===== config.mk =====
export PLATFORM = sky130hd
export DESIGN_NAME = hi_mbox
export DESIGN_NICKNAME = d
export VERILOG_FILES = /design/src/rtl/hi_mbox_pkg.sv /design/src/rtl/hi_mbox_decode.sv /design/src/rtl/hi_mbox_tx_path.sv /design/src/rtl/hi_mbox_rx_path.sv /design/src/rtl/hi_mbox.sv
export SDC_FILE = /design/constraint.sdc
export NUM_CORES = 1
export LEC_CHECK = 0
export BUFFER_PORTS_ARGS = -buffer_cell sky130_fd_sc_hd__clkbuf_2
export CAP_MARGIN = 20
export CELL_PAD_IN_SITES_DETAIL_PLACEMENT = 0
export CELL_PAD_IN_SITES_GLOBAL_PLACEMENT = 2
export CORE_MARGIN = 3
export CORE_UTILIZATION = 38
export CTS_BUF_LIST = sky130_fd_sc_hd__clkbuf_2
export DETAILED_ROUTE_END_ITERATION = 12
export PLACE_DENSITY_LB_ADDON = 0.1
export SLEW_MARGIN = 20
export SYNTH_ARGS = -nofsm -noshare
export SYNTH_HDL_FRONTEND = slang
export SYNTH_SLANG_ARGS = --single-unit

===== constraint.sdc =====
create_clock -name clk_i -period 4.5 [get_ports clk_i]
set_clock_uncertainty 0.2 [all_clocks]
set_input_delay 0.225 -clock clk_i [delete_from_list [all_inputs] [get_ports clk_i]]
set_output_delay 0.225 -clock clk_i [all_outputs]
set_load 0.02 [all_outputs]

===== src/rtl/hi_mbox_pkg.sv =====
package hi_mbox_pkg;
  localparam int DATA_W = 32;
  localparam int ADDR_W = 4;
  localparam logic [ADDR_W-1:0] OFS_DATA = 4'd0;
  localparam logic [ADDR_W-1:0] OFS_CSR  = 4'd1;
  localparam int CSR_TREQ = 0;
  localparam int CSR_RREQ = 1;
  localparam int CSR_TXDE = 2;
  localparam int CSR_RXF  = 3;
  localparam int CSR_HRDF = 4;
  localparam int CSR_W    = 5;
endpackage


===== src/rtl/hi_mbox_decode.sv =====
module hi_mbox_decode
  import hi_mbox_pkg::*;
#(
  parameter int AW = ADDR_W
) (
  input  logic          sel_ni,
  input  logic          write_i,
  input  logic [AW-1:0] addr_i,
  output logic          data_sel_o,
  output logic          csr_sel_o,
  output logic          tx_wr_o,
  output logic          rx_rd_o,
  output logic          csr_wr_o
);
  always_comb begin
    data_sel_o = (addr_i == OFS_DATA);
    csr_sel_o  = (addr_i == OFS_CSR);
    tx_wr_o    = !sel_ni &&  write_i && data_sel_o;
    rx_rd_o    = !sel_ni && !write_i && data_sel_o;
    csr_wr_o   = !sel_ni &&  write_i && csr_sel_o;
  end
endmodule


===== src/rtl/hi_mbox_tx_path.sv =====
module hi_mbox_tx_path #(
  parameter int DW = 32
) (
  input  logic          clk_i,
  input  logic          rst_ni,
  input  logic          tx_wr_i,
  input  logic [DW-1:0] wdata_i,
  input  logic          lrd_i,
  output logic [DW-1:0] hrx_o,
  output logic          hrdf_o,
  output logic          txde_o
);
  logic [DW-1:0] tx_q, hrx_q;
  logic          tx_full_q, hrdf_q;
  logic          move;

  // move only into an empty local register
  assign move = tx_full_q && !hrdf_q;

  always_ff @(posedge clk_i or negedge rst_ni) begin
    if (!rst_ni) begin
      tx_q      <= '0;
      hrx_q     <= '0;
      tx_full_q <= 1'b0;
      hrdf_q    <= 1'b0;
    end else begin
      if (move) begin
        hrx_q     <= tx_q;
        hrdf_q    <= 1'b1;
        tx_full_q <= 1'b0;
      end else begin
        if (tx_wr_i && !tx_full_q) begin
          tx_q      <= wdata_i;
          tx_full_q <= 1'b1;
        end
        if (lrd_i) hrdf_q <= 1'b0;
      end
    end
  end

  assign hrx_o  = hrx_q;
  assign hrdf_o = hrdf_q;
  assign txde_o = !tx_full_q;

  a_r2_tx_load: assert property (@(posedge clk_i) disable iff (!rst_ni)
    (tx_wr_i && !tx_full_q) |=> (tx_full_q && tx_q == $past(wdata_i)));
  a_r2_tx_keep: assert property (@(posedge clk_i) disable iff (!rst_ni)
    (tx_full_q && hrdf_q) |=> $stable(tx_q));
  a_r3_move: assert property (@(posedge clk_i) disable iff (!rst_ni)
    (tx_full_q && !hrdf_q) |=> (hrdf_q && !tx_full_q && hrx_q == $past(tx_q)));
  a_r4_no_overwrite: assert property (@(posedge clk_i) disable iff (!rst_ni)
    (hrdf_q && !lrd_i) |=> (hrdf_q && $stable(hrx_q)));
  a_r5_clear: assert property (@(posedge clk_i) disable iff (!rst_ni)
    (hrdf_q && lrd_i) |=> !hrdf_q);
endmodule


===== src/rtl/hi_mbox_rx_path.sv =====
module hi_mbox_rx_path #(
  parameter int DW = 32
) (
  input  logic          clk_i,
  input  logic          rst_ni,
  input  logic          lwr_i,
  input  logic [DW-1:0] lwdata_i,
  input  logic          rx_rd_i,
  output logic [DW-1:0] rx_o,
  output logic          rx_full_o
);
  logic [DW-1:0] rx_q;
  logic          rx_full_q;

  always_ff @(posedge clk_i or negedge rst_ni) begin
    if (!rst_ni) begin
      rx_q      <= '0;
      rx_full_q <= 1'b0;
    end else if (rx_full_q) begin
      if (rx_rd_i) rx_full_q <= 1'b0;
    end else if (lwr_i) begin
      rx_q      <= lwdata_i;
      rx_full_q <= 1'b1;
    end
  end

  assign rx_o      = rx_q;
  assign rx_full_o = rx_full_q;

  a_r7_rx_load: assert property (@(posedge clk_i) disable iff (!rst_ni)
    (lwr_i && !rx_full_q) |=> (rx_full_q && rx_q == $past(lwdata_i)));
  a_r7_rx_hold: assert property (@(posedge clk_i) disable iff (!rst_ni)
    (rx_full_q && !rx_rd_i) |=> (rx_full_q && $stable(rx_q)));
  a_r8_rx_drain: assert property (@(posedge clk_i) disable iff (!rst_ni)
    (rx_full_q && rx_rd_i) |=> !rx_full_q);
endmodule


===== src/rtl/hi_mbox.sv =====
module hi_mbox
  import hi_mbox_pkg::*;
#(
  parameter int DW = DATA_W,
  parameter int AW = ADDR_W
) (
  input  logic          clk_i,
  input  logic          rst_ni,
  input  logic          hsel_ni,
  input  logic          hwrite_i,
  input  logic [AW-1:0] haddr_i,
  input  logic [DW-1:0] hwdata_i,
  output logic [DW-1:0] hrdata_o,
  output logic          hreq_no,
  input  logic          lrd_i,
  output logic [DW-1:0] lrdata_o,
  input  logic          lwr_i,
  input  logic [DW-1:0] lwdata_i,
  output logic          ldma_req_o
);
  localparam int PAD_W = DW - CSR_W;

  logic          data_sel, csr_sel, tx_wr, rx_rd, csr_wr;
  logic          hrdf, txde, rx_full;
  logic [DW-1:0] rx_word;
  logic          treq_q, rreq_q;
  logic [CSR_W-1:0] csr_rd;

  hi_mbox_decode #(.AW(AW)) u_dec (
    .sel_ni(hsel_ni), .write_i(hwrite_i), .addr_i(haddr_i),
    .data_sel_o(data_sel), .csr_sel_o(csr_sel),
    .tx_wr_o(tx_wr), .rx_rd_o(rx_rd), .csr_wr_o(csr_wr)
  );

  hi_mbox_tx_path #(.DW(DW)) u_tx (
    .clk_i(clk_i), .rst_ni(rst_ni), .tx_wr_i(tx_wr), .wdata_i(hwdata_i),
    .lrd_i(lrd_i), .hrx_o(lrdata_o), .hrdf_o(hrdf), .txde_o(txde)
  );

  hi_mbox_rx_path #(.DW(DW)) u_rx (
    .clk_i(clk_i), .rst_ni(rst_ni), .lwr_i(lwr_i), .lwdata_i(lwdata_i),
    .rx_rd_i(rx_rd), .rx_o(rx_word), .rx_full_o(rx_full)
  );

  always_ff @(posedge clk_i or negedge rst_ni) begin
    if (!rst_ni) begin
      treq_q <= 1'b0;
      rreq_q <= 1'b0;
    end else if (csr_wr) begin
      treq_q <= hwdata_i[CSR_TREQ];
      rreq_q <= hwdata_i[CSR_RREQ];
    end
  end

  always_comb begin
    csr_rd           = '0;
    csr_rd[CSR_TREQ] = treq_q;
    csr_rd[CSR_RREQ] = rreq_q;
    csr_rd[CSR_TXDE] = txde;
    csr_rd[CSR_RXF]  = rx_full;
    csr_rd[CSR_HRDF] = hrdf;
    if (csr_sel)       hrdata_o = {{PAD_W{1'b0}}, csr_rd};
    else if (data_sel) hrdata_o = rx_word;
    else               hrdata_o = '0;
  end

  // one request pin shared by both directions
  assign hreq_no    = !((treq_q && txde) || (rreq_q && rx_full));
  assign ldma_req_o = hrdf;

  a_r6_req_drop_on_tx: assert property (@(posedge clk_i) disable iff (!rst_ni)
    (tx_wr && txde && !(rreq_q && rx_full) && !csr_wr) |=> hreq_no);
  a_r9_csr_write: assert property (@(posedge clk_i) disable iff (!rst_ni)
    csr_wr |=> (treq_q == $past(hwdata_i[CSR_TREQ]) && rreq_q == $past(hwdata_i[CSR_RREQ])));
  a_r10_idle_enables: assert property (@(posedge clk_i) disable iff (!rst_ni)
    hsel_ni |=> ($stable(treq_q) && $stable(rreq_q)));
endmodule


; Yosys cells after proc, flatten, opt, wreduce, memory -nomap -nowiden
; Cells that the tools add are included.
[word_totals]
word_cells = 40
reg_bits = 101
mem_bits_ro = 0
output_inout_bits = 66
latchBits = 0
mem_bits_rw = 0
memories = 0
input_bits = 74
[op_classes]
div = 0
reduce_logical = 20
shift = 0
add_sub_neg = 0
n_mux = 9
mul = 0
magnitude_cmp = 0
bitwise = 2
eq_ne = 1
[ops]
columns = op, count
row1 = 32-bit 2-to-1 mux, 2
row2 = 1-bit logical AND, 9
row3 = 1-bit 2-to-1 mux, 7
row4 = 1-bit zero test, 5
row5 = 4-bit by 1-bit equality test with 1-bit output (second input constant), 1
row6 = 4-bit zero test, 1
row7 = 2-bit AND reduction, 2
row8 = 2-bit nonzero test, 2
row9 = 1-bit inverter, 2
row10 = 1-bit logical OR, 1

; Depth between registers and ports, before layout
; Gate-level depths: netlist of run 1.
[depth]
depth_word = 6
mapped_depth = 4
depth_no_buf = 3

; By module
; Synthesis of run 1 repeated with hierarchy kept, for this count alone.
[hier_totals]
cells_unflattened = 264
hier_area_um2 = 4396.7
[modules_own_cells]
columns = mod, seq_area_each_um2, area_each_um2, cells_each, instances
row1 = hi_mbox_tx_path, 1651.6, 2622.5, 144, 1
row2 = hi_mbox_rx_path, 825.8, 1385.1, 72, 1
row3 = hi_mbox, 50.0, 340.3, 41, 1
row4 = hi_mbox_decode, 0.0, 48.8, 7, 1

; Worst setup path before layout of run 1
; No wires, ideal clock.
[synth_timing]
kind = reg-to-reg
start = register u_rx.rx_full_q, in the netlist u_rx.rx_full_o
end = register u_rx.rx_q[10], in the netlist u_rx.rx_o[10]
arrival_time_ns = 1.403
synth_period_minus_slack_ns = 1.728
stages_incl_launch_ff = 5
required_ns = 4.175
path_slack_ns = 2.772
n_path_buf = 2
setup_ns = 0.125
cell_sequence = dfrtp_1 > nor2b_1 > clkbuf_1 > clkbuf_1 > mux2_2
[synth_via]
elab_chain_cells = 2
[synth_rtl]
columns = item, line_no
row1 = "start, declared", hi_mbox_rx_path.sv:13  ; logic rx_full_q;
row2 = "start signal, assigned", hi_mbox_rx_path.sv:18  ; rx_full_q <= 1'b0;
row3 = "start signal, assigned", hi_mbox_rx_path.sv:20  ; if (rx_rd_i) rx_full_q <= 1'b0;
row4 = "start signal, assigned", hi_mbox_rx_path.sv:23  ; rx_full_q <= 1'b1;
row5 = 1-bit inverter (no source line), n/a
row6 = 2-bit AND reduction (no source line), n/a
row7 = "end signal, assigned", hi_mbox_rx_path.sv:22  ; rx_q <= lwdata_i;
row8 = "end, declared", hi_mbox_rx_path.sv:12  ; logic [DW-1:0] rx_q;
; No other way between the ends.
; A chain may end at the register's enable or synchronous reset.

; Worst setup path in the final report of run 1
[layout_timing]
start = register u_rx.rx_full_q, in the netlist u_rx.rx_full_o
end = register u_rx.rx_q[3], in the netlist u_rx.rx_o[3]
; The elaborated chain is that of the path after synthesis.

==> results of run 1 <==
-- cell usage in the layout, fill, tap and decap left out --
| master | Yosys | final |
|---|---|---|
| clkbuf_2 | 0 | 148 |
| nand4_4 | 1 | 1 |
| clkinvlp_4 | 0 | 2 |
| mux2_4 | 29 | 29 |
| nand3_1 | 1 | 1 |
| a21o_1 | 1 | 1 |
| dlygate4sd3_1 | 0 | 69 |
| nor4_4 | 1 | 1 |
| inv_6 | 0 | 1 |
| bufinv_16 | 0 | 2 |
| mux2_2 | 69 | 69 |
| buf_4 | 0 | 4 |
| nor4b_2 | 1 | 1 |
| a22o_1 | 5 | 5 |
| and2_1 | 27 | 27 |
| nor2b_2 | 0 | 1 |
| nand2_1 | 3 | 3 |
| a22oi_1 | 1 | 1 |
| inv_1 | 2 | 2 |
| dfrtp_1 | 101 | 101 |
| a21oi_1 | 1 | 1 |
| nor2_1 | 3 | 2 |
| nor2_4 | 0 | 1 |
-- power by group through the flow --
stage	Combinational [µW]	Clock (µW)	Sequential, µW
final	644	483	1300
after global routing	705	548	1340
after CTS	656	504	1300
after detailed placement	609	0	1320
after global placement	594	0	1310
after floorplan	362	0	1360
-- routing by layer --
| layer | vias to the layer above | GRT usage | share of wire |
|---|---|---|---|
| li1 | 1322 | - | - |
| met1 | 1340 | 0.205 | 0.45 |
| met2 | 84 | 0.253 | 0.48 |
| met3 | 10 | 0.0444 | 0.057 |
| met4 | 0 | 0.0493 | 0.014 |
| met5 | - | 0 | 0 |
-- registers in the layout, indices dropped and copies added (netlist names) --
| register | count |
|---|---|
| u_tx.hrdf_o | 1 |
| u_tx.tx_full_q | 1 |
| u_rx.rx_full_o | 1 |
| u_rx.rx_o | 32 |
| rreq_q | 1 |
| u_tx.tx_q | 32 |
| treq_q | 1 |
| u_tx.hrx_o | 32 |
-- worst max path at each step --
stage / from / end / slack (ps)
after floorplan: u_rx.rx_full_o / u_rx.rx_o[10] / 2770
after global placement: haddr_i[1] / u_tx.tx_q[8] / 1920
after detailed placement: haddr_i[1] / u_tx.tx_q[5] / 1880
after CTS: u_tx.tx_full_q / u_tx.tx_q[4] / 2270
after global routing: u_rx.rx_full_o / u_rx.rx_o[10] / 2140
final: u_rx.rx_full_o / u_rx.rx_o[3] / 2300
-- area by class of cell --
type,count,area (µm²)
Fill cell,950,4670
Sequential cell,101,2530
Multi-Input combinational cell,144,1550
Timing Repair Buffer,211,1410
Tap cell,136,170
Clock inverter,5,83.8
Clock buffer,10,50.0
Inverter,2,7.51
-- critical path, stage by stage, from the launching register on --
cell and delay (ps):
dfrtp_1 470, nor2b_2 710, buf_4 370, mux2_2 370
-- stage by stage --
step | hold WS [ps] | setup slack [ps] | area [µm²] | std cells | util
finish | 63.5 | 2300 | 5800 | 609 | 0.554
global route | 36.5 | 2140 | 5800 | 609 | 0.554
CTS | 25.0 | 2270 | 5800 | 609 | 0.554
detailed placement | 203 | 1880 | 4970 | 525 | 0.475
global placement | 200 | 1920 | 4970 | 525 | 0.475
floorplan | -271 | 2770 | 4150 | 260 | -
-- kinds of logic after synthesis --
family          Yosys count
flops                   101
simple gates             38
buf+inv                  15
compound gates            8
mux                      98
-- repair_timing --
item                      in CTS  in global routing
gates resized for setup        0                  0
hold endpoints to repair     135                  0
hold buffers                  69                  0
==> results.ini, run 1 <==
[outcome]
status=completed

[synth]
synth_edf_count=0
ys_types=19
synth_top_area_frac=0.609
synth_compound_area_frac=0.0154
yosysMostFrequentCell=dfrtp_1
ys.flop_type=dfrtp_1
syn-mean-instance-area_um2=16.0
synthSimpleGateAreaFrac=0.0627
synth-seq-area-share=0.609
netlist_top_cells_area=dfrtp_1, mux2_2, mux2_4
synth_top_family_by_area=multiplexers
synth_area_um2=4150
synthCells=260
yosys-mux-area-fraction=0.292
synth_warnings=0
synth_xor_area_frac=0
synth_seq_cells=101
synthAdderAreaFrac=0
synth_area_leader_cell=dfrtp_1
syn-num-nets=334
synth_common_cells=dfrtp_1, mux2_2, mux2_4, and2_1, clkbuf_1
ys_async_sr_fraction=1.00

[place]
gp_congestion=0.711
numPortBuffers=139
dp_hpwl_um=5950

[critical_path]
regToRegEndpoint=u_rx.rx_o[3]
r2r_start=u_rx.rx_full_o
crit_type=reg -> reg
critical_path.max_fanout=18
cp-start-kind=flop
reg2reg_slack_ps=2300
required_ps=4740
reg2regPathDepth=3
arrival_ps=2440
cp-end-kind=flop

[timing]
fin_crit_sh=0.488
setup_tns_ps=0
setup_viol=0
final-hold-violation-count=0
worstMarginPinSlew_ps=1020
slew_viol_final=0
min_period_ps=2200
slew_headroom=0.320
fmax_mhz=455
grt_setup_unrepaired=false

[power_and_ir_drop]
power.total_uw=2430
net-switching-power_uw=695
p_clk_frac=0.199
leakage_uw=0.00299
intPower_uw=1730
power.density_nw_per_um2=418
pwr-share-seq=0.535
swShare=0.287
combPwrFrac=0.266
ir_worst_vdd_v=0.000181

[drt]
viasPerCell=4.53
wl_per_cell_um=14.6
ant_nets=0
drt_iter0_drc=93
drt-pass1-iter-count=4
vias=2756
wl_um=8920
drc=0

[floorplanning]
start_util=0.396
die-area_um2=12200
die_w_um=110
die_y_um=110
fp-row-count=37
io_pins=140
core_um2=10500

[finish]
drive_above_1_share=0.550
nNetsFinal=543
n_antenna_cell=0
syn_to_final_growth_pct=39.8

[clock_tree]
htree_levels=3
cts_max_path_buffers=2
cts_sinks=101
cts_tree=yes
cts_root_buf=clkbuf_2
clkSlewWorstSetupHoldPaths_ps=220
cts_inserted_buffers=9
clock_latency_ps=560
post_cts_buffers=0

[worst_hold_path]
hold_depth=3
hold_start=lwr_i
hold_end=u_rx.rx_full_o
hold_path_class=in -> reg

[global_route]
grt_usage=0.157
first_global_vias=3107
antenna_found_initial=0
grt_max_degree=69
overflow=0
grt_first_pass_wirelength_um=15600

[run]
maxCapViolations=0

Power figures use the tool's default switching activity.
==> inputs of run 2 (changes only) <==
--- a/config.mk
+++ b/config.mk
@@ -10,7 +10,7 @@
 export CELL_PAD_IN_SITES_DETAIL_PLACEMENT = 0
 export CELL_PAD_IN_SITES_GLOBAL_PLACEMENT = 2
 export CORE_MARGIN = 3
-export CORE_UTILIZATION = 38
+export CORE_UTILIZATION = 35
 export CTS_BUF_LIST = sky130_fd_sc_hd__clkbuf_2
 export DETAILED_ROUTE_END_ITERATION = 12
 export PLACE_DENSITY_LB_ADDON = 0.1
==> constraint.sdc (replaced) <==
create_clock -name clk_i -period 2.04 [get_ports clk_i]
set_clock_uncertainty 0.2 [all_clocks]
set_input_delay 0.102 -clock clk_i [delete_from_list [all_inputs] [get_ports clk_i]]
set_output_delay 0.102 -clock clk_i [all_outputs]
set_load 0.02 [all_outputs]
==> run 2 against run 1 <==
  * Worst setup slack worse by 2200 ps
  * Critical path depth unchanged
  * Sequential cell count did not move
  * Core utilization decreased by 2.6 points
  * Sequential power rose by 120%
  * First-iteration DRC count grew 9.7%
  * Fmax increased by 12%
  * Wire length is 7.2% higher
  * Sequential share of layout area fell by 2.1 points
  * Non-clock buffer count up 24
  * Worst hold slack improved by 31 ps
==> results.ini, run 2 (same netlist as run 1, synthesis figures left out) <==
[outcome]
status=completed  ; unchanged

[floorplanning]
io_pins=140  ; unchanged
die-area_um2=13200  ; was 12,200 µm²
die_w_um=115  ; was 110 µm
fp-row-count=39  ; was 37
start_util=0.360  ; was 0.396
core_um2=11500  ; was 10,500 µm²
die_y_um=115  ; was 110 µm

[timing]
slew_viol_final=0  ; unchanged
final-hold-violation-count=0  ; unchanged
fmax_mhz=511  ; was 455 MHz
setup_tns_ps=0  ; unchanged
slew_headroom=0.808  ; was 0.320
fin_hold_ws_ps=94.5  ; was 63.5 ps
worstMarginPinSlew_ps=288  ; was 1020 ps
grt_setup_unrepaired=false  ; unchanged
fin_crit_sh=0.960  ; was 0.488
setup_viol=0  ; unchanged
min_period_ps=1960  ; was 2200 ps

[drt]
drt-pass1-iter-count=4  ; unchanged
wl_um=9560  ; was 8920 µm
vias=2912  ; was 2,756
drt_iter0_drc=102  ; was 93
viasPerCell=4.54  ; was 4.53
wl_per_cell_um=14.9  ; was 14.6 µm
drc=0  ; unchanged
ant_nets=0  ; unchanged

[critical_path]
crit_chain=nor2b_4 -> mux2_2 -> dlygate4sd3_1  ; was nor2b_2 -> buf_4 -> mux2_2
cp-end-kind=flop  ; unchanged
worst-path-buf-inv=1  ; unchanged
required_ps=2300  ; was 4740 ps
arrival_ps=2220  ; was 2440 ps
cp_top_family=buffers and inverters  ; was simple AND/OR/NAND/NOR gates
r2r_start=u_rx.rx_full_o  ; unchanged
reg2reg_slack_ps=80  ; was 2300 ps
crit_type=reg -> reg  ; unchanged
cp-startpoint=u_rx.rx_full_o  ; unchanged
max_stage_delay_ps=560  ; was 710 ps
crit_end=u_rx.rx_o[30]  ; was u_rx.rx_o[3]
reg2regPathDepth=3  ; unchanged
slowest_stage=dlygate4sd3_1  ; was nor2b_2
regToRegEndpoint=u_rx.rx_o[30]  ; was u_rx.rx_o[3]
critical_path.max_fanout=5  ; was 18
critical_path_depth=3  ; unchanged
cp-start-kind=flop  ; unchanged

[worst_hold_path]
hold_path_class=in -> reg  ; unchanged

[global_route]
grt_max_degree=44  ; was 69
overflow=0  ; unchanged
grt_first_pass_wirelength_um=15800  ; was 15,600 µm
first_global_vias=3131  ; was 3,107
grt_usage=0.151  ; was 0.157
antenna_found_initial=0  ; unchanged

[clock_tree]
cts_root_buf=clkbuf_2  ; unchanged
htree_levels=3  ; unchanged
clock_latency_ps=550  ; was 560 ps
cts_sinks=101  ; unchanged
cts_max_path_buffers=2  ; unchanged
clkSlewWorstSetupHoldPaths_ps=270  ; was 220 ps
cts_tree=yes  ; unchanged
cts_inserted_buffers=9  ; unchanged

[finish]
syn_to_final_growth_pct=46.7  ; was 39.8%
fin_area_um2=6080  ; was 5800 µm²
n_antenna_cell=0  ; unchanged
utilization=0.528  ; was 0.554
nNetsFinal=568  ; was 543
fillers=1056  ; was 950
final_common_cell=clkbuf_2  ; unchanged
final_cell_mix=clkbuf_2, dfrtp_1, dlygate4sd3_1  ; was clkbuf_2, dfrtp_1, mux2_2, dlygate4sd3_1, mux2_4
drive_above_1_share=0.543  ; was 0.550

[power_and_ir_drop]
ir_worst_vdd_v=0.000515  ; was 0.000181 V
leakage_uw=0.00313  ; was 0.00299 µW
power.density_nw_per_um2=892  ; was 418 nW/µm²
power.total_uw=5430  ; was 2430 µW

[place]
detailed_place.area_um2=5090  ; was 4970 µm²
numPortBuffers=139  ; unchanged
dp_hpwl_um=6440  ; was 5950 µm
gp_congestion=0.659  ; was 0.711

[run]
maxCapViolations=0  ; unchanged

-- run 2: how the worst min path moves through the flow --
stage / startpoint / end / slack, ps / cells past startpoint
floorplan: rst_ni / rreq_q / -390 / 0
global placement: rst_ni / u_rx.rx_o[14] / -110 / 1
detailed placement: rst_ni / u_rx.rx_o[14] / -100 / 1
CTS: hwdata_i[15] / u_tx.tx_q[15] / 10 / 3
global route: hwdata_i[17] / u_tx.tx_q[17] / 2 / 3
finish: hwdata_i[17] / u_tx.tx_q[17] / 90 / 3
-- run 2: area by class of cell --
class / count / area [µm²] / share of cell area
flip-flops and latches: 101 / 2530 / 0.415
repair buffers: 235 / 1690 / 0.278
multi-input cells: 145 / 1570 / 0.257
well taps: 143 / 179 / 0.0294
clock inverters: 6 / 63.8 / 0.0105
clock buffers: 10 / 50.0 / 0.00823
inverters: 2 / 7.51 / 0.00123
-- run 2: through the flow --
step	worst slack [ps]	std cells
after CTS	42.5	638
after detailed placement	275	539
after global routing	1.78	642
after global placement	308	539
after floorplan	312	260
final	81.8	642
-- run 2: report_power, final --
group	switching, µW	leakage, µW	internal [µW]
clock	657	0.0000679	285
sequential	303	0.00129	2580
combinational	626	0.00177	978
total	1590	0.00313	3840
-- run 2: what timing repair did --
item | CTS | global route
setup buffers | 0 | 1
setup endpoints to repair | 0 | 7
gates resized for setup | 0 | 1
hold endpoints to repair | 170 | 2
hold buffers | 83 | 2
-- run 2: worst register-to-register path: cells and delay by family (launching register included) --
kind | cells | cell delay, ps
buf+inv | 1 | 560
flops | 1 | 530
mux | 1 | 360
simple gates | 1 | 230
-- run 2: metal layers --
metal | track usage | vias to the layer above | routed length (µm)
li1 | - | 1375 | -
met2 | 0.252 | 86 | 4580
met4 | 0.0446 | 0 | 111
met5 | 0 | - | 0
met3 | 0.0389 | 8 | 534
met1 | 0.196 | 1443 | 4330
==> inputs of run 3 (changes only) <==
--- a/config.mk
+++ b/config.mk
@@ -6,7 +6,6 @@
 export NUM_CORES = 1
 export LEC_CHECK = 0
 export BUFFER_PORTS_ARGS = -buffer_cell sky130_fd_sc_hd__clkbuf_2
-export CAP_MARGIN = 20
 export CELL_PAD_IN_SITES_DETAIL_PLACEMENT = 0
 export CELL_PAD_IN_SITES_GLOBAL_PLACEMENT = 2
 export CORE_MARGIN = 3
==> constraint.sdc (replaced) <==
create_clock -name clk_i -period 2.04 [get_ports clk_i]
set_clock_uncertainty 0.2 [all_clocks]
set_input_delay 0.102 -clock clk_i [delete_from_list [all_inputs] [get_ports clk_i]]
set_output_delay 0.102 -clock clk_i [all_outputs]
set_load 0.01 [all_outputs]
==> run 3 against run 2 <==
  * Power down 5.3%
  * Worst setup slack better by 4.7 ps
  * Combinational power down 9%
  * Critical path depth up 1
  * Highest routed layer unchanged
  * First-iteration DRC count up 7.8%
  * Clock power down 15%
  * Worst hold slack worse by 35 ps
  * Largest power group unchanged
  * Count of clock-buffer cells in the layout up 1
  * Largest cell class unchanged
  * Non-clock buffer count up 8
  * Core utilization up 0.17 points
==> results.ini, run 3 (same netlist as run 1, synthesis figures left out) <==
[finish]
drive_above_1_share=0.528  ; was 0.543
final_cell_mix=clkbuf_2, dfrtp_1, dlygate4sd3_1  ; unchanged
fillers=1039  ; was 1,056
nNetsFinal=575  ; was 568
utilization=0.530  ; was 0.528
n_antenna_cell=0  ; unchanged
syn_to_final_growth_pct=47.2  ; was 46.7%
final_common_cell=clkbuf_2  ; unchanged

[critical_path]
crit_type=reg -> reg  ; unchanged
cp-startpoint=u_rx.rx_full_o  ; unchanged
crit_chain=nor2b_4 -> buf_6 -> mux2_2 -> dlygate4sd3_1  ; was nor2b_4 -> mux2_2 -> dlygate4sd3_1
regToRegEndpoint=u_rx.rx_o[25]  ; was u_rx.rx_o[30]
critical_path.max_fanout=10  ; was 5
required_ps=2330  ; was 2300 ps
cp_top_family=buffers and inverters  ; unchanged
critical_path_depth=4  ; was 3
worst-path-buf-inv=2  ; was 1
cp-end-kind=flop  ; unchanged
r2r_start=u_rx.rx_full_o  ; unchanged
reg2regPathDepth=4  ; was 3
slowest_stage=dlygate4sd3_1  ; unchanged
crit_end=u_rx.rx_o[25]  ; was u_rx.rx_o[30]
cp-start-kind=flop  ; unchanged
reg2reg_slack_ps=90  ; was 80 ps
arrival_ps=2240  ; was 2220 ps
max_stage_delay_ps=560  ; about the same

[floorplanning]
io_pins=140  ; unchanged
die_w_um=115  ; unchanged
start_util=0.360  ; unchanged
die_y_um=115  ; unchanged
fp-row-count=39  ; unchanged
core_um2=11500  ; unchanged
die-area_um2=13200  ; unchanged

[drt]
drt_iter0_drc=110  ; was 102
viasPerCell=4.49  ; was 4.54
wl_per_cell_um=14.5  ; was 14.9 µm
vias=2914  ; was 2,912
drt-pass1-iter-count=4  ; unchanged
wl_um=9440  ; was 9560 µm
drc=0  ; unchanged
ant_nets=0  ; unchanged

[global_route]
grt_usage=0.153  ; was 0.151
overflow=0  ; unchanged
antenna_found_initial=0  ; unchanged
grt_first_pass_wirelength_um=15400  ; was 15,800 µm
grt_max_degree=102  ; was 44
first_global_vias=3020  ; was 3,131

[clock_tree]
cts_root_buf=clkbuf_2  ; unchanged
cts_max_path_buffers=2  ; unchanged
htree_levels=3  ; unchanged
cts_tree=yes  ; unchanged
clkSlewWorstSetupHoldPaths_ps=270  ; about the same
cts_inserted_buffers=9  ; unchanged
clock_latency_ps=580  ; was 550 ps
cts_sinks=101  ; unchanged

[outcome]
status=completed  ; unchanged

[run]
maxCapViolations=0  ; unchanged

[timing]
setup_viol=0  ; unchanged
grt_setup_unrepaired=false  ; unchanged
fmax_mhz=512  ; was 511 MHz
min_period_ps=1950  ; was 1960 ps
final-hold-violation-count=0  ; unchanged
slew_viol_final=0  ; unchanged
fin_hold_ws_ps=59.2  ; was 94.5 ps
setup_tns_ps=0  ; unchanged
slew_headroom=0.604  ; was 0.808
fin_crit_sh=0.958  ; was 0.960
worstMarginPinSlew_ps=594  ; was 288 ps

[place]
gp_congestion=0.651  ; was 0.659
numPortBuffers=139  ; unchanged
dp_hpwl_um=6160  ; was 6440 µm

[power_and_ir_drop]
leakage_uw=0.00313  ; about the same
power.total_uw=5140  ; was 5430 µW
power.density_nw_per_um2=842  ; was 892 nW/µm²
ir_worst_vdd_v=0.000333  ; was 0.000515 V

[worst_hold_path]
hold_path_class=in -> reg  ; unchanged

[run 3: worst register-to-register path, delay by kind of cell (launching register included)]
| kind | cells | cell delay (ps) |
|---|---|---|
| DFF | 1 | 490 |
| muxes | 1 | 340 |
| buffers and inverters | 2 | 720 |
| and+or+nand+nor | 1 | 130 |
[run 3: final cells by class]
cell class | count | area, µm² | share of cell area
sequential | 101 | 2530 | 0.414
multi-input combinational | 144 | 1550 | 0.254
tap | 143 | 179 | 0.0293
timing repair buffer | 243 | 1760 | 0.288
clock buffer | 11 | 55.1 | 0.00902
inverter | 2 | 7.51 | 0.00123
clock inverter | 5 | 27.5 | 0.00451
[run 3: timing repair]
item / in CTS / in global routing
hold buffers: 91 / 3
buffers inserted: 0 / 1
gates resized for setup: 0 / 2
hold endpoints to repair: 170 / 3
endpoints found under the setup margin: 0 / 6
[run 3: routing by layer]
metal  share of wire  wire [µm]  vias to the layer above  global-route usage
met2            0.46       4350                       87               0.242
met1            0.46       4330                     1421               0.201
met4           0.021        196                        0              0.0704
li1                -          -                     1392                   -
met3           0.059        556                       14              0.0347
met5               0          0                        -                   0
[run 3: through the flow]
stage          area, µm²  setup slack [ps]  std cells
6_report            6100              86.5        649
5_1_grt             6100              14.1        649
3_5_place_dp        5070               276        538
3_3_place_gp        5070               310        538
2_1_floorplan       4150               312        260
4_1_cts             6060              17.4        645
[run 3: worst min-delay path by stage]
stage	startpoint	end	slack, ps	cells past startpoint
floorplan	rst_ni	rreq_q	-390	0
global placement	rst_ni	u_rx.rx_o[14]	20	2
detailed placement	rst_ni	u_rx.rx_o[18]	10	2
CTS	hwdata_i[3]	u_tx.tx_q[3]	0.5	3
global route	hwdata_i[21]	u_tx.tx_q[21]	2	3
finish	hwdata_i[21]	u_tx.tx_q[21]	60	3
[run 3: power by group]
group          switching, µW  total, µW  internal [µW]
Combinational            493       1460            969
Clock                    643        802            159
Sequential               294       2880           2580
